### src/rtl/baud_pkg.sv
package baud_pkg;

  typedef enum logic [1:0] {
    MODE_ASYNC_NORM  = 2'd0,
    MODE_ASYNC_FAST  = 2'd1,
    MODE_SYNC_MASTER = 2'd2
  } baud_mode_e;

  // Post-divide ratio for a mode, ratios supplied by the instantiating block.
  function automatic int unsigned mode_ratio(baud_mode_e m, int unsigned r_norm,
                                             int unsigned r_fast, int unsigned r_sync);
    case (m)
      MODE_ASYNC_FAST:  return r_fast;
      MODE_SYNC_MASTER: return r_sync;
      default:          return r_norm;
    endcase
  endfunction

endpackage

### src/rtl/baud_divreg.sv
module baud_divreg #(
  parameter int DIV_W  = 12,
  parameter int BYTE_W = 8
) (
  input  logic              clk,
  input  logic              rst,
  input  logic              wr_lo,
  input  logic              wr_hi,
  input  logic [BYTE_W-1:0] wr_data,
  output logic [DIV_W-1:0]  div_o,
  output logic [DIV_W-1:0]  load_val_o,
  output logic [BYTE_W-1:0] rd_lo,
  output logic [BYTE_W-1:0] rd_hi
);
  localparam int HI_W = DIV_W - BYTE_W;

  logic [BYTE_W-1:0] lo_q;
  logic [HI_W-1:0]   hi_q;

  always_ff @(posedge clk) begin
    if (rst) begin
      lo_q <= '0;
      hi_q <= '0;
    end else begin
      if (wr_lo) lo_q <= wr_data;
      if (wr_hi) hi_q <= wr_data[HI_W-1:0];
    end
  end

  assign div_o      = {hi_q, lo_q};
  // Full value loaded on a low-byte write: staged upper bits plus new low byte.
  assign load_val_o = {hi_q, wr_data};
  assign rd_lo      = lo_q;
  assign rd_hi      = {{(BYTE_W-HI_W){1'b0}}, hi_q};

  p_hi_store_r1: assert property (@(posedge clk) disable iff (rst)
    (wr_hi && !wr_lo) |=> (rd_hi == {{(BYTE_W-HI_W){1'b0}}, $past(wr_data[HI_W-1:0])}));

  p_hi_keeps_lo_r4: assert property (@(posedge clk) disable iff (rst)
    (wr_hi && !wr_lo) |=> (rd_lo == $past(rd_lo)));

endmodule

### src/rtl/baud_prescaler.sv
module baud_prescaler #(
  parameter int DIV_W = 12
) (
  input  logic             clk,
  input  logic             rst,
  input  logic             load,
  input  logic [DIV_W-1:0] load_val,
  input  logic [DIV_W-1:0] reload_val,
  output logic             tick
);
  logic [DIV_W-1:0] cnt;

  always_ff @(posedge clk) begin
    if (rst) begin
      cnt  <= '0;
      tick <= 1'b0;
    end else if (load) begin
      cnt  <= load_val;
      tick <= 1'b0;
    end else if (cnt == '0) begin
      cnt  <= reload_val;
      tick <= 1'b1;
    end else begin
      cnt  <= cnt - 1'b1;
      tick <= 1'b0;
    end
  end

  p_load_restart_r3: assert property (@(posedge clk) disable iff (rst)
    load |=> (!tick && cnt == $past(load_val)));

  p_count_down_r2: assert property (@(posedge clk) disable iff (rst)
    (!load && cnt != '0) |=> (!tick && cnt == $past(cnt) - 1'b1));

  p_underflow_r2: assert property (@(posedge clk) disable iff (rst)
    (!load && cnt == '0) |=> (tick && cnt == $past(reload_val)));

endmodule

### src/rtl/baud_postdiv.sv
module baud_postdiv #(
  parameter int PC_W = 4
) (
  input  logic            clk,
  input  logic            rst,
  input  logic            clr,
  input  logic            tick_in,
  input  logic            sync_en,
  input  logic [PC_W-1:0] last,
  output logic            tx_tick,
  output logic            sck
);
  logic [PC_W-1:0] pc;

  always_ff @(posedge clk) begin
    if (rst || clr) begin
      pc      <= '0;
      tx_tick <= 1'b0;
      sck     <= 1'b0;
    end else begin
      tx_tick <= 1'b0;
      if (tick_in) begin
        if (pc == last) begin
          pc      <= '0;
          tx_tick <= 1'b1;
        end else begin
          pc <= pc + 1'b1;
        end
        if (sync_en) sck <= ~sck;
      end
    end
  end

  p_clear_r8: assert property (@(posedge clk) disable iff (rst)
    clr |=> (pc == '0 && !tx_tick && !sck));

  p_tx_from_tick_r5: assert property (@(posedge clk) disable iff (rst)
    tx_tick |-> $past(tick_in));

  p_pc_bound_r5: assert property (@(posedge clk) disable iff (rst)
    (!clr && pc <= last) |=> (pc <= $past(last)));

  p_sck_toggle_r9: assert property (@(posedge clk) disable iff (rst)
    (!clr && tick_in && sync_en) |=> (sck != $past(sck)));

  p_sck_idle_r9: assert property (@(posedge clk) disable iff (rst)
    (!sync_en && !sck) |=> !sck);

endmodule

### src/rtl/baud_clkgen.sv
module baud_clkgen #(
  parameter int DIV_W      = 12,
  parameter int BYTE_W     = 8,
  parameter int RATIO_NORM = 16,
  parameter int RATIO_FAST = 8,
  parameter int RATIO_SYNC = 2,
  localparam int PC_W      = $clog2(RATIO_NORM),
  localparam int RS_W      = PC_W + 1
) (
  input  logic              clk,
  input  logic              rst,
  input  logic              wr_lo,
  input  logic              wr_hi,
  input  logic [BYTE_W-1:0] wr_data,
  input  logic              sync_mode,
  input  logic              dbl_speed,
  output logic [BYTE_W-1:0] rd_lo,
  output logic [BYTE_W-1:0] rd_hi,
  output logic              base_tick,
  output logic              tx_tick,
  output logic              sck_out,
  output logic [RS_W-1:0]   rx_states
);
  import baud_pkg::*;

  baud_mode_e       mode_eff, mode_q;
  logic             mode_chg, pd_clr;
  logic [DIV_W-1:0] div_val, load_val;
  logic [PC_W-1:0]  pd_last;

  // Double speed only counts when the port is asynchronous.
  always_comb begin
    if (sync_mode)      mode_eff = MODE_SYNC_MASTER;
    else if (dbl_speed) mode_eff = MODE_ASYNC_FAST;
    else                mode_eff = MODE_ASYNC_NORM;
  end

  always_ff @(posedge clk) begin
    if (rst) begin
      mode_q    <= MODE_ASYNC_NORM;
      rx_states <= RS_W'(RATIO_NORM);
    end else begin
      mode_q    <= mode_eff;
      rx_states <= RS_W'(mode_ratio(mode_eff, RATIO_NORM, RATIO_FAST, RATIO_SYNC));
    end
  end

  assign mode_chg = (mode_eff != mode_q);
  assign pd_clr   = mode_chg || wr_lo;
  assign pd_last  = PC_W'(mode_ratio(mode_q, RATIO_NORM, RATIO_FAST, RATIO_SYNC) - 1);

  baud_divreg #(.DIV_W(DIV_W), .BYTE_W(BYTE_W)) u_divreg (
    .clk(clk), .rst(rst), .wr_lo(wr_lo), .wr_hi(wr_hi), .wr_data(wr_data),
    .div_o(div_val), .load_val_o(load_val), .rd_lo(rd_lo), .rd_hi(rd_hi)
  );

  baud_prescaler #(.DIV_W(DIV_W)) u_presc (
    .clk(clk), .rst(rst), .load(wr_lo), .load_val(load_val),
    .reload_val(div_val), .tick(base_tick)
  );

  baud_postdiv #(.PC_W(PC_W)) u_postdiv (
    .clk(clk), .rst(rst), .clr(pd_clr), .tick_in(base_tick),
    .sync_en(mode_q == MODE_SYNC_MASTER), .last(pd_last),
    .tx_tick(tx_tick), .sck(sck_out)
  );

  p_reset_quiet_r10: assert property (@(posedge clk)
    rst |=> (!base_tick && !tx_tick && !sck_out));

  p_rx_onehot_r7: assert property (@(posedge clk) disable iff (rst)
    $countones(rx_states) == 1);

  p_sync_ignores_dbl_r6: assert property (@(posedge clk) disable iff (rst)
    (sync_mode && $past(sync_mode)) |-> (rx_states == RS_W'(RATIO_SYNC)));

endmodule

### config.mk
export PLATFORM = sky130hd
export DESIGN_NAME = baud_clkgen
export DESIGN_NICKNAME = d
export VERILOG_FILES = /design/src/rtl/baud_pkg.sv /design/src/rtl/baud_divreg.sv /design/src/rtl/baud_prescaler.sv /design/src/rtl/baud_postdiv.sv /design/src/rtl/baud_clkgen.sv
export SDC_FILE = /design/constraint.sdc
export NUM_CORES = 1
export LEC_CHECK = 0
export BUFFER_PORTS_ARGS = -buffer_cell sky130_fd_sc_hd__buf_4
export CORE_MARGIN = 5
export CORE_UTILIZATION = 25
export DETAILED_ROUTE_END_ITERATION = 8
export PLACE_DENSITY_LB_ADDON = 0.2
export SYNTH_ARGS = -nofsm -noshare
export SYNTH_HDL_FRONTEND = slang
export SYNTH_HIERARCHICAL = 1
export SYNTH_SLANG_ARGS = --single-unit
### constraint.sdc
create_clock -name clk -period 2.4 [get_ports clk]
set_input_delay 0.24 -clock clk [delete_from_list [all_inputs] [get_ports clk]]
set_output_delay 0.24 -clock clk [all_outputs]
set_load 0.02 [all_outputs]
==> Yosys cells after proc, flatten, opt, wreduce, memory -nomap -nowiden <==
Cells that the tools add are included.
{ "classes": {"mux": 9, "n_bitwise": 2, "n_addsub": 3, "eq_ne": 6, "reduce_logical": 6} }
{ "op_table": {"columns": ["cell", "n"], "rows": [
  ["12-bit two-way mux", 2],
  ["12-bit logical NOT", 1],
  ["12-bit by 1-bit subtractor with 12-bit output, second input constant", 1],
  ["5-bit one-hot mux with 2 select lines", 1],
  ["4-bit one-hot mux with 2 select lines", 1],
  ["4-bit by 1-bit adder with 4-bit output, second input constant", 1],
  ["2-bit by 1-bit equality test with 1-bit output, second input constant", 2],
  ["2-bit equality test, second input constant", 2],
  ["4-bit equality test", 1],
  ["4-bit two-way mux", 1],
  ["2-bit OR reduction", 2],
  ["4-bit by 1-bit subtractor with 4-bit output, second input constant", 1],
  ["1-bit two-way mux", 3],
  ["1-bit logical OR", 2],
  ["2-bit two-way mux", 1],
  ["2-bit != test", 1],
  ["1-bit NOT", 2],
  ["2-bit AND reduction", 1]
]} }
{ "totals": {"input_bits": 14, "reg_bits": 38, "elab_cells": 35, "out_inout_bits": 24} }

==> Longest topological paths before layout <==
{ "depth": {"depth_word": 6, "ltp_mapped": 8, "mapped_depth_nobuf": 6} }

==> By module <==
The synthesis kept the hierarchy.
{ "modules_own_cells": {"columns": ["module", "seq_area_each_um2", "area_each_um2", "cells_each", "instances"], "rows": [
  ["baud_prescaler", 260.2, 849.6, 98, 1],
  ["baud_divreg", 240.2, 640.6, 68, 1],
  ["baud_postdiv", 120.1, 359.1, 34, 1],
  ["baud_clkgen", 80.1, 205.2, 21, 1]
]} }

==> Least setup slack after synthesis <==
OpenSTA, ideal clock, no wires.
{ "synth_path": {"path_type": "reg2reg", "startpoint": "register u_presc.cnt[0]", "endpoint": "register u_presc.cnt[8]", "path_buffers": 1, "required_ps": 2297, "setup_time_ps": 103, "stages_incl_launch_ff": 8, "period_less_slack_ps": 2033, "arrival_time_ps": 1930, "setup_slack_ps": 367, "cell_sequence": "dfxtp_1 inv_1 ha_1 or4b_4 or3_1 buf_2 nor2b_4 a2111oi_2"} }
{ "synth_between": {"elab_chain_cells": 3, "elab_cells_between_ends": 4, "classes_between": "add/sub: 1; mux: 2; reduce/logical: 1"} }
{ "synth_rtl": {"columns": ["item", "line_no", "source"], "rows": [
  ["from (decl)", "baud_prescaler.sv:11", "logic [DIV_W-1:0] cnt;"],
  ["from (signal assigned)", "baud_prescaler.sv:18", "cnt <= load_val;"],
  ["from (signal assigned)", "baud_prescaler.sv:21", "cnt <= reload_val;"],
  ["from (signal assigned)", "baud_prescaler.sv:24", "cnt <= cnt - 1'b1;"],
  ["12-bit by 1-bit subtractor with 12-bit output / 12-bit logical NOT (equally long branches)", "baud_prescaler.sv:24, baud_prescaler.sv:20", null],
  ["12-bit two-way mux (*)", "baud_prescaler.sv:20", "end else if (cnt == '0) begin"],
  ["12-bit two-way mux (*)", "baud_prescaler.sv:17", "end else if (load) begin"]
]} }
Mark *: on every way between the ends. The rest lies on a longest branch, timed or not.
A chain may end at the register's enable or synchronous reset.

==> Worst setup path in the final report <==
Same ends and word-level chain as after synthesis.

==> run_results.csv <==
group,metric,value,unit
status,status,"complete, no violations",
synth,synth-edff-count,0,
pwr,pwr-share-seq,42.8,%
detailed_routing,drcViolationCount,0,
critical_path,worstPathRequired,2590,ps
final_layout,final_cell_mix,"35 x sky130_fd_sc_hd__dfxtp_1, 33 x sky130_fd_sc_hd__buf_4, 19 x sky130_fd_sc_hd__nor2_1",
job,drv.max_cap_violation_count,0,
clocking,root_buffer,"sky130_fd_sc_hd__clkbuf_8",
timing,clock.fmax,463,MHz
detailed_routing,ant_nets,0,
clocking,cts_sinks,35,
synth,synth_seq_cells,35,
critical_path,critical_path_class,"flip-flop to flip-flop",
final_layout,number_of_cells_in_the_finished_layout_apart_from_fillers,331,
pwr,p_switching,441,uW
global_route,grt_pass1_wl,7210,um
global_route,grt_max_degree,34,
synth,synth-async-reset-ratio,0,%
pwr,power-per-cell-area,677,mW/mm^2
final_layout,antenna_cells_inserted,0,
detailed_routing,detailroute.via_count,1440,
critical_path,worstSetupEndpointType,"flip-flop",
detailed_routing,route.detailed.vias_per_inst,4.35,
timing,setup_total_negative_slack,0,ps
synth,ys_dominant_reg_cell,"sky130_fd_sc_hd__dfxtp_1",
detailed_routing,avgRoutedWirePerCell,12.8,um
detailed_routing,detailedRoute.firstPassIterationCount,3,
die,floorplan.die.height,101,um
clocking,clk_pin_slew,80,ps
timing,timing.final.hold_violations,0,
timing,hold_ws,147,ps
critical_path,startpoint_of_the_most_critical_setup_path,"u_presc/cnt[0]",
global_route,grt_overflow,0,
pwr,reported_leakage_power,0.957,nW
die,initial_standard_cell_utilization_of_the_core,25.4,%
critical_path,crit_fanout,8,
clocking,postCtsHoldBufs,0,
final_layout,area_growth,11.0,%
detailed_routing,wl,4250,um
final_layout,layout-drive-gt1-share,25.7,%
die,die_area,0.0101,sq mm
pwr,share_clk_of_total_power,36.7,%
critical_path,critical_path.startpoint_type,"flip-flop",
detailed_routing,drtIter0Drc,68,
timing,fin_ws,241,ps
pwr,share_comb_of_total_power,20.5,%
critical_path,worst_r2r_startpoint,"u_presc/cnt[0]",
global_route,initial_antenna_violation_count,0,
clocking,post-cts-setup-buffers,0,
synth,synth-warning-count,6,
timing,skew,9.99,ps
timing,max_slew_violation_count,0,
clocking,worst_skew_pair.late_latency,290,ps
synth,number_of_instances_in_the_synthesized_netlist,221,
place,placedCellCount,323,
timing,shortest_clock_period_the_worst_path_allows_after_layout,2160,ps
clocking,cts_max_level,2,
global_route,first_global_vias,1460,
pwr,cellInternalPower,1.10,mW
place,io_buffers,31,
synth,synth_area_per_inst,9.30,sq um
die,standard_cell_row_count,33,
worst_hold_path,min-delay-start,"dbl_speed",
synth,synth_area,0.00205,sq mm
die,fp.coreArea,0.00809,sq mm
critical_path,crit_arrival,2350,ps
clocking,cts-buffers-inserted,5,
clocking,tritoncts,"done",
worst_hold_path,hp-class,"input pin to flip-flop",
synth,yosysUniqueCellTypes,46,
synth,synth_top_area_share,34.1,%
timing,period_share,90.0,%
pwr,netSwitchingFraction,28.6,%
final_layout,commonest_non_fill_non_tap_cell_in_the_layout,"sky130_fd_sc_hd__dfxtp_1",
synth,synth.yosys.seq_area_share,34.1,%
global_route,track_usage,9.14,%
clocking,max-clock-path-buffers,2,
synth,yosys-top-cells-area,"sky130_fd_sc_hd__dfxtp_1 34%, sky130_fd_sc_hd__buf_4 12%, sky130_fd_sc_hd__mux2i_1 7.8%",
pwr,ir_worst_vdd,0.000429,V
timing,finalSetupViolations,0,
place,place_hpwl,3030,um
synth,yosys.area.top_type,"sky130_fd_sc_hd__dfxtp_1",
timing,unrepaired_setup_endpoints_after_global_routing,"no",
final_layout,fin_nets,244,
die,io_pins,38,
die,dieWidth,101,um
place,pre_cts_ws,148,ps
place,gp_congestion,0.761,
sequential cells by signal, summed over array words and instances (netlist names):
name / count
mode_q: 1
rx_states: 3
u_divreg/hi_q: 4
u_divreg/rd_lo: 8
u_postdiv/pc: 4
u_postdiv/sck: 1
u_postdiv/tx_tick: 1
u_presc/cnt: 12
u_presc/tick: 1
cells in the mapped netlist (3+ instances only):
| cell type | number |
|---|---|
| sky130_fd_sc_hd__conb_1 | 3 |
| sky130_fd_sc_hd__buf_4 | 32 |
| sky130_fd_sc_hd__dfxtp_1 | 35 |
| sky130_fd_sc_hd__and3_1 | 3 |
| sky130_fd_sc_hd__o21ai_0 | 6 |
| sky130_fd_sc_hd__inv_1 | 7 |
| sky130_fd_sc_hd__xnor2_1 | 5 |
| sky130_fd_sc_hd__mux2i_1 | 16 |
| sky130_fd_sc_hd__buf_2 | 3 |
| sky130_fd_sc_hd__nor2_1 | 19 |
| sky130_fd_sc_hd__ha_1 | 5 |
| sky130_fd_sc_hd__nand2_1 | 11 |
| sky130_fd_sc_hd__xor2_1 | 7 |
| sky130_fd_sc_hd__a2111oi_2 | 6 |
| sky130_fd_sc_hd__nor4_1 | 5 |
| sky130_fd_sc_hd__nor2b_1 | 7 |
| sky130_fd_sc_hd__o22ai_1 | 3 |
| sky130_fd_sc_hd__a21oi_1 | 4 |
| sky130_fd_sc_hd__nor3_1 | 6 |
through the flow:
step                instance area (sq um)  utilization (%)  total power [mW]
floorplan                            2070                -             0.935
global placement                     2160             26.7             0.992
detailed placement                   2160             26.7             0.991
CTS                                  2280             28.1              1.57
global route                         2280             28.2              1.64
finish                               2280             28.2              1.54
final cells by class:
type | instances | area [sq um]
Clock inverter | 2 | 35.0
Multi-Input combinational cell | 143 | 1060
Tap cell | 105 | 131
Timing Repair Buffer | 33 | 248
Inverter | 7 | 26.3
Clock buffer | 6 | 82.6
Fill cell | 911 | 5810
Sequential cell | 35 | 701
worst max-delay path: stages, from the launching register on:
cell and delay [ps]:
sky130_fd_sc_hd__dfxtp_1 330, sky130_fd_sc_hd__inv_1 100, sky130_fd_sc_hd__ha_1 150, sky130_fd_sc_hd__or4b_4 490, sky130_fd_sc_hd__or3_4 450, sky130_fd_sc_hd__nor2b_4 180
sky130_fd_sc_hd__a2111oi_2 360
path summary, 6_finish.rpt:
kind,to,slack (ps),depth (start not counted)
hold / removal,rx_states[4],150,2
setup reg to reg,u_presc/cnt[8],240,6
setup / recovery,u_presc/cnt[8],240,6
hold reg to reg,u_postdiv/pc[3],510,2
power groups by stage:
stage | sequential (mW) | clock (mW) | combinational (mW)
2_1_floorplan | 0.666 | 0 | 0.270
3_3_place_gp | 0.676 | 0 | 0.316
3_5_place_dp | 0.675 | 0 | 0.316
4_1_cts | 0.662 | 0.588 | 0.319
5_1_grt | 0.669 | 0.619 | 0.353
6_report | 0.661 | 0.566 | 0.316
layer usage:
| layer | global-route usage (%) | share of wire [%] |
|---|---|---|
| met5 | 0 | 0 |
| met2 | 14.4 | 48 |
| met1 | 11.3 | 47 |
| met4 | 4.77 | 2.5 |
| met3 | 2.56 | 2.7 |
kinds of logic after synthesis:
family	synth area share [%]
mux	8.34
simple gates	19.8
fa+ha+maj	3.05
other cells	0.548
flops	34.1
xor+xnor	6.70
buf+inv	15.4
compound gates	12.1
what timing repair did:
action | 4_1_cts | 5_1_grt
resized for setup | 0 | 1
endpoints found under the hold margin | 0 | 0
endpoints found under the setup margin | 0 | 2
Power figures use the tool's default switching activity.
